<file path="config.mk">
export PLATFORM = sky130hd
export DESIGN_NAME = prg_bank_mapper
export DESIGN_NICKNAME = d
export VERILOG_FILES = /design/src/rtl/mapper_pkg.sv /design/src/rtl/mapper_bank_reg.sv /design/src/rtl/mapper_prg_xlate.sv /design/src/rtl/mapper_ppu_xlate.sv /design/src/rtl/prg_bank_mapper.sv
export SDC_FILE = /design/constraint.sdc
export NUM_CORES = 1
export LEC_CHECK = 0
export BUFFER_PORTS_ARGS = -buffer_cell sky130_fd_sc_hd__buf_2
export CAP_MARGIN = 5
export CORE_MARGIN = 4
export CORE_UTILIZATION = 30
export DETAILED_ROUTE_END_ITERATION = 8
export MAX_ROUTING_LAYER = met4
export PLACE_DENSITY = 0.64
export SETUP_SLACK_MARGIN = 0.3
export SLEW_MARGIN = 20
export SYNTH_ARGS = -nofsm -noshare
export SYNTH_HDL_FRONTEND = slang
export SYNTH_SLANG_ARGS = --single-unit
</file>
<file path="constraint.sdc">
create_clock -name clk -period 1.1 [get_ports clk]
set_clock_uncertainty 0.2 [all_clocks]
set_input_delay 0.22 -clock clk [delete_from_list [all_inputs] [get_ports clk]]
set_output_delay 0.22 -clock clk [all_outputs]
set_load 0.02 [all_outputs]
</file>
<file path="src/rtl/mapper_pkg.sv">
package mapper_pkg;

  typedef enum logic {
    MIRR_VERT  = 1'b0,
    MIRR_HORIZ = 1'b1
  } mirror_e;

  typedef enum logic [1:0] {
    PPU_PATTERN = 2'd0,
    PPU_NAMETBL = 2'd1,
    PPU_NONE    = 2'd2
  } ppu_region_e;

  // Picture-bus region decode over a 14-bit address.
  function automatic ppu_region_e ppu_region(input logic [13:0] a);
    if (!a[13])                   return PPU_PATTERN;
    else if (a[12:8] != 5'h1F)    return PPU_NAMETBL;
    else                          return PPU_NONE;
  endfunction

endpackage

</file>
<file path="src/rtl/mapper_bank_reg.sv">
module mapper_bank_reg #(
  parameter int BANK_W = 3,
  parameter int DATA_W = 8
) (
  input  logic              clk,
  input  logic              rst,
  input  logic              wr_en,
  input  logic [DATA_W-1:0] wr_data,
  output logic [BANK_W-1:0] bank
);

  always_ff @(posedge clk) begin
    if (rst)        bank <= '0;
    else if (wr_en) bank <= wr_data[BANK_W-1:0];
  end

  generate
    if (DATA_W > BANK_W) begin : g_drop_hi
      logic unused_hi;
      assign unused_hi = ^wr_data[DATA_W-1:BANK_W];
    end
  endgenerate

  // a load takes the low bits of the written byte
  a_r4_bank_load: assert property (@(posedge clk) disable iff (rst)
    wr_en |=> bank == $past(wr_data[BANK_W-1:0]));

  // without a load the register holds
  a_r5_bank_hold: assert property (@(posedge clk) disable iff (rst)
    !wr_en |=> $stable(bank));

endmodule

</file>
<file path="src/rtl/mapper_prg_xlate.sv">
module mapper_prg_xlate #(
  parameter int BANK_W = 3,
  parameter int WIN_W  = 14,
  localparam int PRG_AW = BANK_W + WIN_W
) (
  input  logic              clk,
  input  logic              rst,
  input  logic [15:0]       cpu_addr,
  input  logic              cpu_wr,
  input  logic [BANK_W-1:0] bank,
  output logic [PRG_AW-1:0] prg_addr,
  output logic              prg_sel
);

  logic              hit;
  logic [BANK_W-1:0] win_bank;
  logic [PRG_AW-1:0] addr_nxt;

  always_comb begin
    hit      = cpu_addr[15] & ~cpu_wr;
    win_bank = cpu_addr[14] ? {BANK_W{1'b1}} : bank;
    addr_nxt = hit ? {win_bank, cpu_addr[WIN_W-1:0]} : '0;
  end

  always_ff @(posedge clk) begin
    if (rst) begin
      prg_addr <= '0;
      prg_sel  <= 1'b0;
    end else begin
      prg_addr <= addr_nxt;
      prg_sel  <= hit;
    end
  end

  // upper window always lands on the last bank
  a_r3_fixed_upper: assert property (@(posedge clk) disable iff (rst)
    (cpu_addr[15] && cpu_addr[14] && !cpu_wr) |=> (prg_sel && prg_addr[PRG_AW-1:WIN_W] == {BANK_W{1'b1}}));

  // nothing below $8000 selects program ROM
  a_r5_low_unselected: assert property (@(posedge clk) disable iff (rst)
    !cpu_addr[15] |=> (!prg_sel && prg_addr == '0));

  // writes never select program ROM
  a_r6_write_nosel: assert property (@(posedge clk) disable iff (rst)
    cpu_wr |=> !prg_sel);

endmodule

</file>
<file path="src/rtl/mapper_ppu_xlate.sv">
module mapper_ppu_xlate
  import mapper_pkg::*;
#(
  parameter bit CHR_RAM = 1'b1,
  parameter int CHR_AW  = 13,
  parameter int NT_AW   = 11
) (
  input  logic              clk,
  input  logic              rst,
  input  logic [13:0]       ppu_addr,
  input  logic              ppu_wr,
  input  mirror_e           mirror,
  output logic [CHR_AW-1:0] chr_addr,
  output logic              chr_sel,
  output logic              chr_we,
  output logic [NT_AW-1:0]  nt_addr,
  output logic              nt_sel,
  output logic              nt_we
);

  ppu_region_e       region;
  logic              pat_hit, nt_hit;
  logic              chr_sel_nxt, chr_we_nxt;
  logic              nt_bank_bit;
  logic [CHR_AW-1:0] chr_addr_nxt;
  logic [NT_AW-1:0]  nt_addr_nxt;

  always_comb begin
    region  = ppu_region(ppu_addr);
    pat_hit = (region == PPU_PATTERN);
    nt_hit  = (region == PPU_NAMETBL);
  end

  // Pattern memory: writable variant or read-only variant
  generate
    if (CHR_RAM) begin : g_chr_ram
      always_comb begin
        chr_sel_nxt = pat_hit;
        chr_we_nxt  = pat_hit & ppu_wr;
      end
    end else begin : g_chr_rom
      always_comb begin
        chr_sel_nxt = pat_hit & ~ppu_wr;
        chr_we_nxt  = 1'b0;
      end
    end
  endgenerate

  always_comb begin
    chr_addr_nxt = chr_sel_nxt ? ppu_addr[CHR_AW-1:0] : '0;
    nt_bank_bit  = (mirror == MIRR_HORIZ) ? ppu_addr[11] : ppu_addr[10];
    nt_addr_nxt  = nt_hit ? {nt_bank_bit, ppu_addr[NT_AW-2:0]} : '0;
  end

  always_ff @(posedge clk) begin
    if (rst) begin
      chr_addr <= '0;
      chr_sel  <= 1'b0;
      chr_we   <= 1'b0;
      nt_addr  <= '0;
      nt_sel   <= 1'b0;
      nt_we    <= 1'b0;
    end else begin
      chr_addr <= chr_addr_nxt;
      chr_sel  <= chr_sel_nxt;
      chr_we   <= chr_we_nxt;
      nt_addr  <= nt_addr_nxt;
      nt_sel   <= nt_hit;
      nt_we    <= nt_hit & ppu_wr;
    end
  end

  // pattern and nametable selects are exclusive
  a_r9_sel_exclusive: assert property (@(posedge clk) disable iff (rst)
    $onehot0({chr_sel, nt_sel}));

  // a write enable implies its select
  a_r8_we_needs_sel: assert property (@(posedge clk) disable iff (rst)
    (chr_we |-> chr_sel) and (nt_we |-> nt_sel));

  // $3F00-$3FFF reaches no memory
  a_r10_top_unselected: assert property (@(posedge clk) disable iff (rst)
    (ppu_addr[13:8] == 6'h3F) |=> (!chr_sel && !nt_sel && !chr_we && !nt_we));

  // nametable low bits pass through
  a_r9_nt_low_bits: assert property (@(posedge clk) disable iff (rst)
    (ppu_addr[13] && ppu_addr[12:8] != 5'h1F) |=> (nt_sel && nt_addr[NT_AW-2:0] == $past(ppu_addr[NT_AW-2:0])));

endmodule

</file>
<file path="src/rtl/prg_bank_mapper.sv">
module prg_bank_mapper
  import mapper_pkg::*;
#(
  parameter int PRG_BANKS = 8,
  parameter bit CHR_RAM   = 1'b1,
  localparam int BANK_W   = (PRG_BANKS > 1) ? $clog2(PRG_BANKS) : 1,
  localparam int WIN_W    = 14,
  localparam int PRG_AW   = BANK_W + WIN_W,
  localparam int CHR_AW   = 13,
  localparam int NT_AW    = 11
) (
  input  logic              clk,
  input  logic              rst,
  input  logic [15:0]       cpu_addr,
  input  logic [7:0]        cpu_wdata,
  input  logic              cpu_wr,
  input  logic [13:0]       ppu_addr,
  input  logic              ppu_wr,
  input  logic              mirror_horiz,
  output logic [PRG_AW-1:0] prg_addr,
  output logic              prg_sel,
  output logic [CHR_AW-1:0] chr_addr,
  output logic              chr_sel,
  output logic              chr_we,
  output logic [NT_AW-1:0]  nt_addr,
  output logic              nt_sel,
  output logic              nt_we
);

  logic [BANK_W-1:0] bank;
  logic              bank_load;
  mirror_e           mirror;

  assign bank_load = cpu_wr & cpu_addr[15];
  assign mirror    = mirror_e'(mirror_horiz);

  mapper_bank_reg #(
    .BANK_W (BANK_W),
    .DATA_W (8)
  ) u_bank (
    .clk     (clk),
    .rst     (rst),
    .wr_en   (bank_load),
    .wr_data (cpu_wdata),
    .bank    (bank)
  );

  mapper_prg_xlate #(
    .BANK_W (BANK_W),
    .WIN_W  (WIN_W)
  ) u_prg (
    .clk      (clk),
    .rst      (rst),
    .cpu_addr (cpu_addr),
    .cpu_wr   (cpu_wr),
    .bank     (bank),
    .prg_addr (prg_addr),
    .prg_sel  (prg_sel)
  );

  mapper_ppu_xlate #(
    .CHR_RAM (CHR_RAM),
    .CHR_AW  (CHR_AW),
    .NT_AW   (NT_AW)
  ) u_ppu (
    .clk      (clk),
    .rst      (rst),
    .ppu_addr (ppu_addr),
    .ppu_wr   (ppu_wr),
    .mirror   (mirror),
    .chr_addr (chr_addr),
    .chr_sel  (chr_sel),
    .chr_we   (chr_we),
    .nt_addr  (nt_addr),
    .nt_sel   (nt_sel),
    .nt_we    (nt_we)
  );

  // reset clears every output on the next edge
  a_r1_reset_clear: assert property (@(posedge clk)
    rst |=> (!prg_sel && !chr_sel && !chr_we && !nt_sel && !nt_we && prg_addr == '0));

  // lower window follows the bank register
  a_r2_lower_window: assert property (@(posedge clk) disable iff (rst)
    (cpu_addr[15:14] == 2'b10 && !cpu_wr) |=> (prg_sel && prg_addr[PRG_AW-1:WIN_W] == $past(bank)));

endmodule

</file>
Word level (Yosys, flattened, before mapping)
Index checks and enable logic that the tools add are counted.
Storage, ports and cells
  flip-flop bits (word level): 49
  input bits: 43
  output and inout port bits: 46
  word-level logic and storage cells: 27
Operators by class
  equality and inequality tests: 2
  multiplexer cells: 4
  bitwise logic cells: 8
  reduce and logical (&&, ||, !) cells: 4
Operators by type and width (count)
  $reduce_or A2 Y1: 3
  $ne A5 B5 Y1 const B: 1
  $and A1 B1 Y1: 4
  $mux W2: 2
  $not A1 Y1: 4
  $mux W3: 1
  $eq A2 B1 Y1 const B: 1
  $logic_not A2 Y1: 1
  $mux W1: 1

Logic depth before layout (Yosys ltp)
Gate-level depths: netlist of run 1.
  depth in word-level cells: 6
  mapped depth: 3
  depth with buffers taken out: 2

Modules after synthesis
Synthesis of run 1 repeated with hierarchy kept, for this count alone.
Unflattened totals
  cell total of the unflattened synthesis: 121
  area total of the unflattened synthesis: 1505.2 um^2
Modules (own cells, without submodules)
  mapper_ppu_xlate: times used 1, cells each 74, area an instance 879.6 um^2, seq. area each 560.5 um^2
  mapper_prg_xlate: times used 1, cells each 37, area an instance 518.0 um^2, seq. area each 360.3 um^2
  mapper_bank_reg: times used 1, cells each 9, area an instance 101.3 um^2, seq. area each 60.1 um^2
  prg_bank_mapper: times used 1, cells each 1, area an instance 6.3 um^2, seq. area each 0.0 um^2

Least setup slack after synthesis of run 1
OpenSTA, ideal clock, no wires.
  path type: input port to flip-flop
  start: in ppu_addr[12]
  end: reg u_ppu.nt_addr[1]
  library setup time: 86 ps
  arrival: 796 ps
  required time: 814 ps
  setup slack: 19 ps
  stages: 3
  path buffers: 1
  path through: and4_1 -> buf_2 -> a211oi_1
Between the ends
  word-level cells in the longest chain between the ends: 6
Ends and longest elaborated chain
  start: declaration: line prg_bank_mapper.sv:17  | input logic [13:0] ppu_addr,
  $ne A5 B5 Y1: line mapper_pkg.sv:17  | else if (a[12:8] != 5'h1F) return PPU_NAMETBL;
  $mux W2: line mapper_pkg.sv:17
  $mux W2: line mapper_pkg.sv:16  | if (!a[13]) return PPU_PATTERN;
  $eq A2 B1 Y1: line mapper_ppu_xlate.sv:31  | nt_hit = (region == PPU_NAMETBL);
  $not A1 Y1 (no source line)
  $reduce_or A2 Y1 (no source line)
  end signal: assignment: line mapper_ppu_xlate.sv:67  | nt_addr <= nt_addr_nxt;
  end: declaration: line mapper_ppu_xlate.sv:16  | output logic [NT_AW-1:0] nt_addr,
No other way between the ends.
A chain may end at the register's enable or synchronous reset.

Worst setup path after layout of run 1
  start: reg u_ppu.chr_addr[8]
  end: out chr_addr[8]
RTL lines
  start: declaration: line mapper_ppu_xlate.sv:13  | output logic [CHR_AW-1:0] chr_addr,
  start signal: assignment: line mapper_ppu_xlate.sv:64  | chr_addr <= chr_addr_nxt;
  end: declaration: line prg_bank_mapper.sv:22  | output logic [CHR_AW-1:0] chr_addr,
No word-level cell between the ends.

==> qor.txt, run 1 <==
critical path required time = 0.68 ns
hold_sp = cpu_addr[9]
Hold Vio Cnt, Final = 39
DR iter-0 viols = 27
failing checks = negative hold slack, negative setup slack
n_diodes = 0
Worst-Margin Slew = 0.3458 ns
fin nets = 264
pwr/cell area = 1285 mW/mm²
Initial Utilization = 30.99%
row count = 25
Worst Path Arrival = 0.74 ns
worst min path class = input port to register
Final setup viols = 46
Via-to-Cell Ratio = 4.277
gr usage total = 13.54%
CP peak stage delay = 0.33 ns
Post-DP HPWL = 2616 µm
critical path's slowest cell = dfxtp_2
crit start category = register
count of final max-slew check failures = 0
CP endpoint kind = output port
vias after detailed routing = 1,236
fin util = 55.31%
crit path max fanout = 1
largest net degree at the start of global routing = 15
fmax = 861.0 MHz
run status = complete, but fails checks
first-pass GRT wire length = 6210 µm
width of the die = 77.86 µm
Max VDD drop = 0.0007021 V
clock latency on the worst-skew pair = 0.29 ns
vias in the first global route = 1,299
CP cell instances = buf_6
worst r2r src = u_bank.bank[2]
Hold Slack = -0.06122 ns
R2R depth = 2
GPL Wtd Cong = 0.6372
Tmin final = 1.161 ns
initial antenna violation count = 0
total clock sinks = 49
post-synth cell types = 19
CTS tree = built
total CTS buffers = 5
clk slew on worst S/H paths = 0.08 ns
YS warnings = 0
num ports = 89
Tcrit/Tclk final = 105.6%
Die H = 77.86 µm
R2R setup slack = 0.18 ns
syn nets = 166
syn_area_per_cell = 11.90 µm²
most frequent cells in the layout = 50 x buf_6, 49 x dfxtp_2, 35 x buf_2
slack of the critical path = -0.06141 ns
IO buf count = 83
max_cap viols = 0
Core Region = 0.004723 mm²
CP top delay family = flip-flops
fraction of layout cells with a size suffix above 1 = 83.33%
Max Buffers Root-to-Sink = 2
drt pass-1 iters = 4
WP buf/inv = 1
DR WL/cell = 13.20 µm
die footprint = 0.006061 mm²
Min-Delay Endpoint = u_prg.prg_addr[9]
Final ANT Viol Nets = 0
commonest non-fill, non-tap cell in the layout = buf_6
DRC errors left = 0
H-Tree Depth = 2
Post-Syn Area = 0.001464 mm²
overall power = 3357 µW
WHS Path Cells = 2
Post-Route WL = 3814 µm
Pleak = 0.001187 µW
CTS root buf = clkbuf_8
part of the Yosys area used for sequential elements = 67.01%
GRT Residual Overflow = 0
worst reg2reg path endpoint = u_bank.bank[2]
Syn-to-layout area delta = 78.46%
max_slew headroom = 76.95%
#FFs+latches synth = 49
pre-CTS setup slack = -0.1112 ns
Mapped Cells = 123
setup repair after global routing missed its margin = yes
WS Path Type = register to output port
[routing by layer]
| metal | routed length (µm) | share of wire [%] | up-vias | global-route usage (%) |
|---|---|---|---|---|
| met1 | 1706 | 45 | 553 | 15.48 |
| li1 | - | - | 605 | - |
| met2 | 1735 | 45 | 72 | 22.09 |
| met4 | 41 | 1.1 | 0 | 3.737 |
| met5 | 0 | 0 | - | - |
| met3 | 331 | 8.7 | 6 | 5.220 |
[how the worst max path moves through the flow]
stage,from,cells after the start,to,slack [ns]
final,u_ppu.chr_addr[8],1,chr_addr[8],-0.06
after detailed placement,rst,4,u_ppu.chr_addr[12],-0.11
after floorplan,rst,3,u_prg.prg_addr[10],0.08
after CTS,u_ppu.chr_addr[8],1,chr_addr[8],-0.07
after global placement,rst,4,u_ppu.chr_addr[12],-0.1
after global routing,u_prg.prg_addr[12],1,prg_addr[12],-0.1
[report_power, final]
part           internal (µW)  switching [µW]
Clock                    452             531
Sequential              1850            30.1
Combinational            264             230
[cell usage after synthesis]
cell | number | area share (%)
a21bo_2 | 3 | 2.1
and2_1 | 4 | 1.7
and2_2 | 14 | 7.2
inv_1 | 10 | 2.6
a211oi_1 | 11 | 5.6
and4_1 | 1 | 0.60
buf_6 | 1 | 0.77
nor3b_4 | 1 | 1.3
nor3_1 | 10 | 3.4
mux2i_1 | 1 | 0.68
nand3_1 | 3 | 1.0
o21a_1 | 3 | 1.5
buf_2 | 2 | 0.68
a21oi_1 | 4 | 1.4
dfxtp_1 | 49 | 67
nor2_1 | 1 | 0.26
nor3b_1 | 1 | 0.51
clkbuf_1 | 3 | 0.77
nand2b_4 | 1 | 0.94
[stage by stage]
stage                     hold WS [ns]  cell area, µm²  setup TNS, ns  instances
final                         -0.06122            2613         -2.458        289
after global routing          -0.07927            2613         -3.881        289
after CTS                     -0.06916            2572         -3.055        289
after detailed placement        0.2363            2092         -1.221        277
after global placement          0.2391            2092         -1.025        277
after floorplan                0.09016            1562              0        123
[final cells by class]
cell class | count | area, µm²
Multi-Input combinational cell | 60 | 523.0
Fill cell | 392 | 2111
Timing Repair Buffer | 95 | 845.8
Sequential cell | 49 | 1042
Inverter | 10 | 37.54
Tap cell | 67 | 83.83
Clock buffer | 8 | 80.08
[logic make-up after synthesis]
family          share of synthesized area (%)
compound gates                          10.60
buf+inv                                 4.787
flops                                   67.01
mux                                    0.6838
simple gates                            16.92
[flip-flops by register name, summed over array words and instances, names as in the netlist]
signal	flops
u_ppu.chr_addr	13
u_bank.bank	3
u_prg.prg_addr	17
u_ppu.nt_sel	1
u_ppu.chr_sel	1
u_prg.prg_sel	1
u_ppu.nt_we	1
u_ppu.nt_addr	11
u_ppu.chr_we	1
[what timing repair did]
item / 4_1_cts / 5_1_grt
pin swaps: 10 / 2
endpoints found under the hold margin: 40 / 36
resized for setup: 132 / 9
endpoints found under the setup margin: 76 / 71
setup buffers: 1 / 0
cloned: 3 / 0
(Power assumes the default switching activity.)
==> inputs of run 2 (changes only) <==
--- a/config.mk
+++ b/config.mk
@@ -9,10 +9,12 @@
 export CAP_MARGIN = 5
 export CORE_MARGIN = 4
 export CORE_UTILIZATION = 30
+export CTS_BUF_LIST = sky130_fd_sc_hd__clkbuf_2 sky130_fd_sc_hd__clkbuf_4 sky130_fd_sc_hd__clkbuf_8
 export DETAILED_ROUTE_END_ITERATION = 8
 export MAX_ROUTING_LAYER = met4
 export PLACE_DENSITY = 0.64
 export SETUP_SLACK_MARGIN = 0.3
+export SKIP_CTS_REPAIR_TIMING = 1
 export SLEW_MARGIN = 20
 export SYNTH_ARGS = -nofsm -noshare
 export SYNTH_HDL_FRONTEND = slang
==> run 2 against run 1 <==
The run still ends with negative hold slack, negative setup slack left; power is 2.2% higher; setup slack hardly changed; die area stayed put; hold slack better by 0.0043 ns; sequential cell count stayed put; non-clock buffer count is 1 lower; wire length is 1.5% higher; combinational power hardly changed; design area is 0.33% higher.
==> qor.txt, run 2 (synthesized netlist as in run 1, its figures left out) <==
CP endpoint kind = output port
fin nets = 263
Max Buffers Root-to-Sink = 2
most used routing layer = met2
num ports = 89
Hold Vio Cnt, Final = 39
Tcrit/Tclk final = 105.6%
clock latency on the worst-skew pair = 0.29 ns
gr usage total = 12.07%
Worst Path Arrival = 0.74 ns
fmax = 860.8 MHz
width of the die = 77.86 µm
clk slew on worst S/H paths = 0.08 ns
register with the most flip-flops = u_prg.prg_addr
run status = complete, but fails checks
pre-CTS setup slack = -0.1112 ns
critical path's slowest cell = dfxtp_2
failing checks = negative hold slack, negative setup slack
Min-Delay Endpoint = u_prg.prg_addr[1]
n_diodes = 0
fin util = 55.50%
CTS tree = built
Syn-to-layout area delta = 79.06%
Hold Slack = -0.05692 ns
first-pass GRT wire length = 5595 µm
pwr/cell area = 1309 mW/mm²
commonest non-fill, non-tap cell in the layout = buf_6
Post-Route WL = 3873 µm
Die H = 77.86 µm
GPL Wtd Cong = 0.6372
biggest regs = u_prg.prg_addr: 17 flops, u_ppu.chr_addr: 13 flops, u_ppu.nt_addr: 11 flops
DRC errors left = 0
setup repair after global routing missed its margin = yes
vias in the first global route = 1,217
CP cell instances = buf_6
R2R depth = 2
H-Tree Depth = 2
die footprint = 0.006061 mm²
IO buf count = 83
met1 Usage GRT = 14.44%
R2R setup slack = 0.18 ns
Initial Utilization = 30.99%
slack of the critical path = -0.06176 ns
DR WL/cell = 13.45 µm
WHS Path Cells = 2
fillers = 399
fraction of layout cells with a size suffix above 1 = 84.62%
hold_sp = cpu_addr[1]
total clock sinks = 49
vias after detailed routing = 1,225
count of final max-slew check failures = 0
CP top delay family = flip-flops
worst reg2reg path endpoint = u_bank.bank[1]
largest net degree at the start of global routing = 15
DR iter-0 viols = 24
max_cap viols = 0
Via-to-Cell Ratio = 4.253
Pleak = 0.001193 µW
setup TNS = -2.450 ns
met3 usage = 4.872%
drt pass-1 iters = 4
max reg flops = 17
CP peak stage delay = 0.33 ns
global-route track usage on met2 = 18.58%
Final ANT Viol Nets = 0
Max VDD drop = 0.0007033 V
row count = 25
Worst-Margin Slew = 0.3570 ns
GRT Residual Overflow = 0
Core Region = 0.004723 mm²
most frequent cells in the layout = 51 x buf_6, 49 x dfxtp_2, 34 x buf_2
max_slew headroom = 76.20%
CTS root buf = clkbuf_8
WS Path Type = register to output port
worst min path class = input port to register
worst r2r src = u_bank.bank[1]
overall power = 3432 µW
crit path max fanout = 1
Final setup viols = 46
critical path required time = 0.68 ns
total CTS buffers = 5
Post-DP HPWL = 2616 µm
WP buf/inv = 1
crit start category = register
Tmin final = 1.162 ns
initial antenna violation count = 0
==> run 2: worst max-delay path by stage <==
stage / to / start / cells after the start
finish: chr_addr[8] / u_ppu.chr_addr[8] / 1
global route: prg_addr[12] / u_prg.prg_addr[12] / 1
CTS: nt_addr[7] / u_ppu.nt_addr[7] / 1
detailed placement: u_ppu.chr_addr[12] / rst / 4
global placement: u_ppu.chr_addr[12] / rst / 4
floorplan: u_prg.prg_addr[10] / rst / 3
==> run 2: metrics by stage <==
stage	area [µm²]	cells
finish	2621	288
detailed placement	2092	277
CTS	2183	285
global placement	2092	277
floorplan	1562	123
global route	2621	288
==> run 2: final cells by class <==
type / count / area (µm²) / share of cell area (%)
Sequential cell: 49 / 1042 / 39.76
Clock buffer: 8 / 91.34 / 3.484
Multi-Input combinational cell: 60 / 534.3 / 20.38
Tap cell: 67 / 83.83 / 3.198
Inverter: 10 / 37.54 / 1.432
Timing Repair Buffer: 94 / 832.0 / 31.74
==> run 2: routing by layer <==
layer | vias to the layer above | wire, µm
met5 | - | 0
met4 | 0 | 36
met3 | 5 | 439
met2 | 74 | 1766
met1 | 544 | 1630
li1 | 602 | -
==> run 2: power by group <==
part	switching [µW]	total [µW]	internal [µW]
sequential	30.4	1880	1850
clock	531	1060	526
combinational	231	494	262
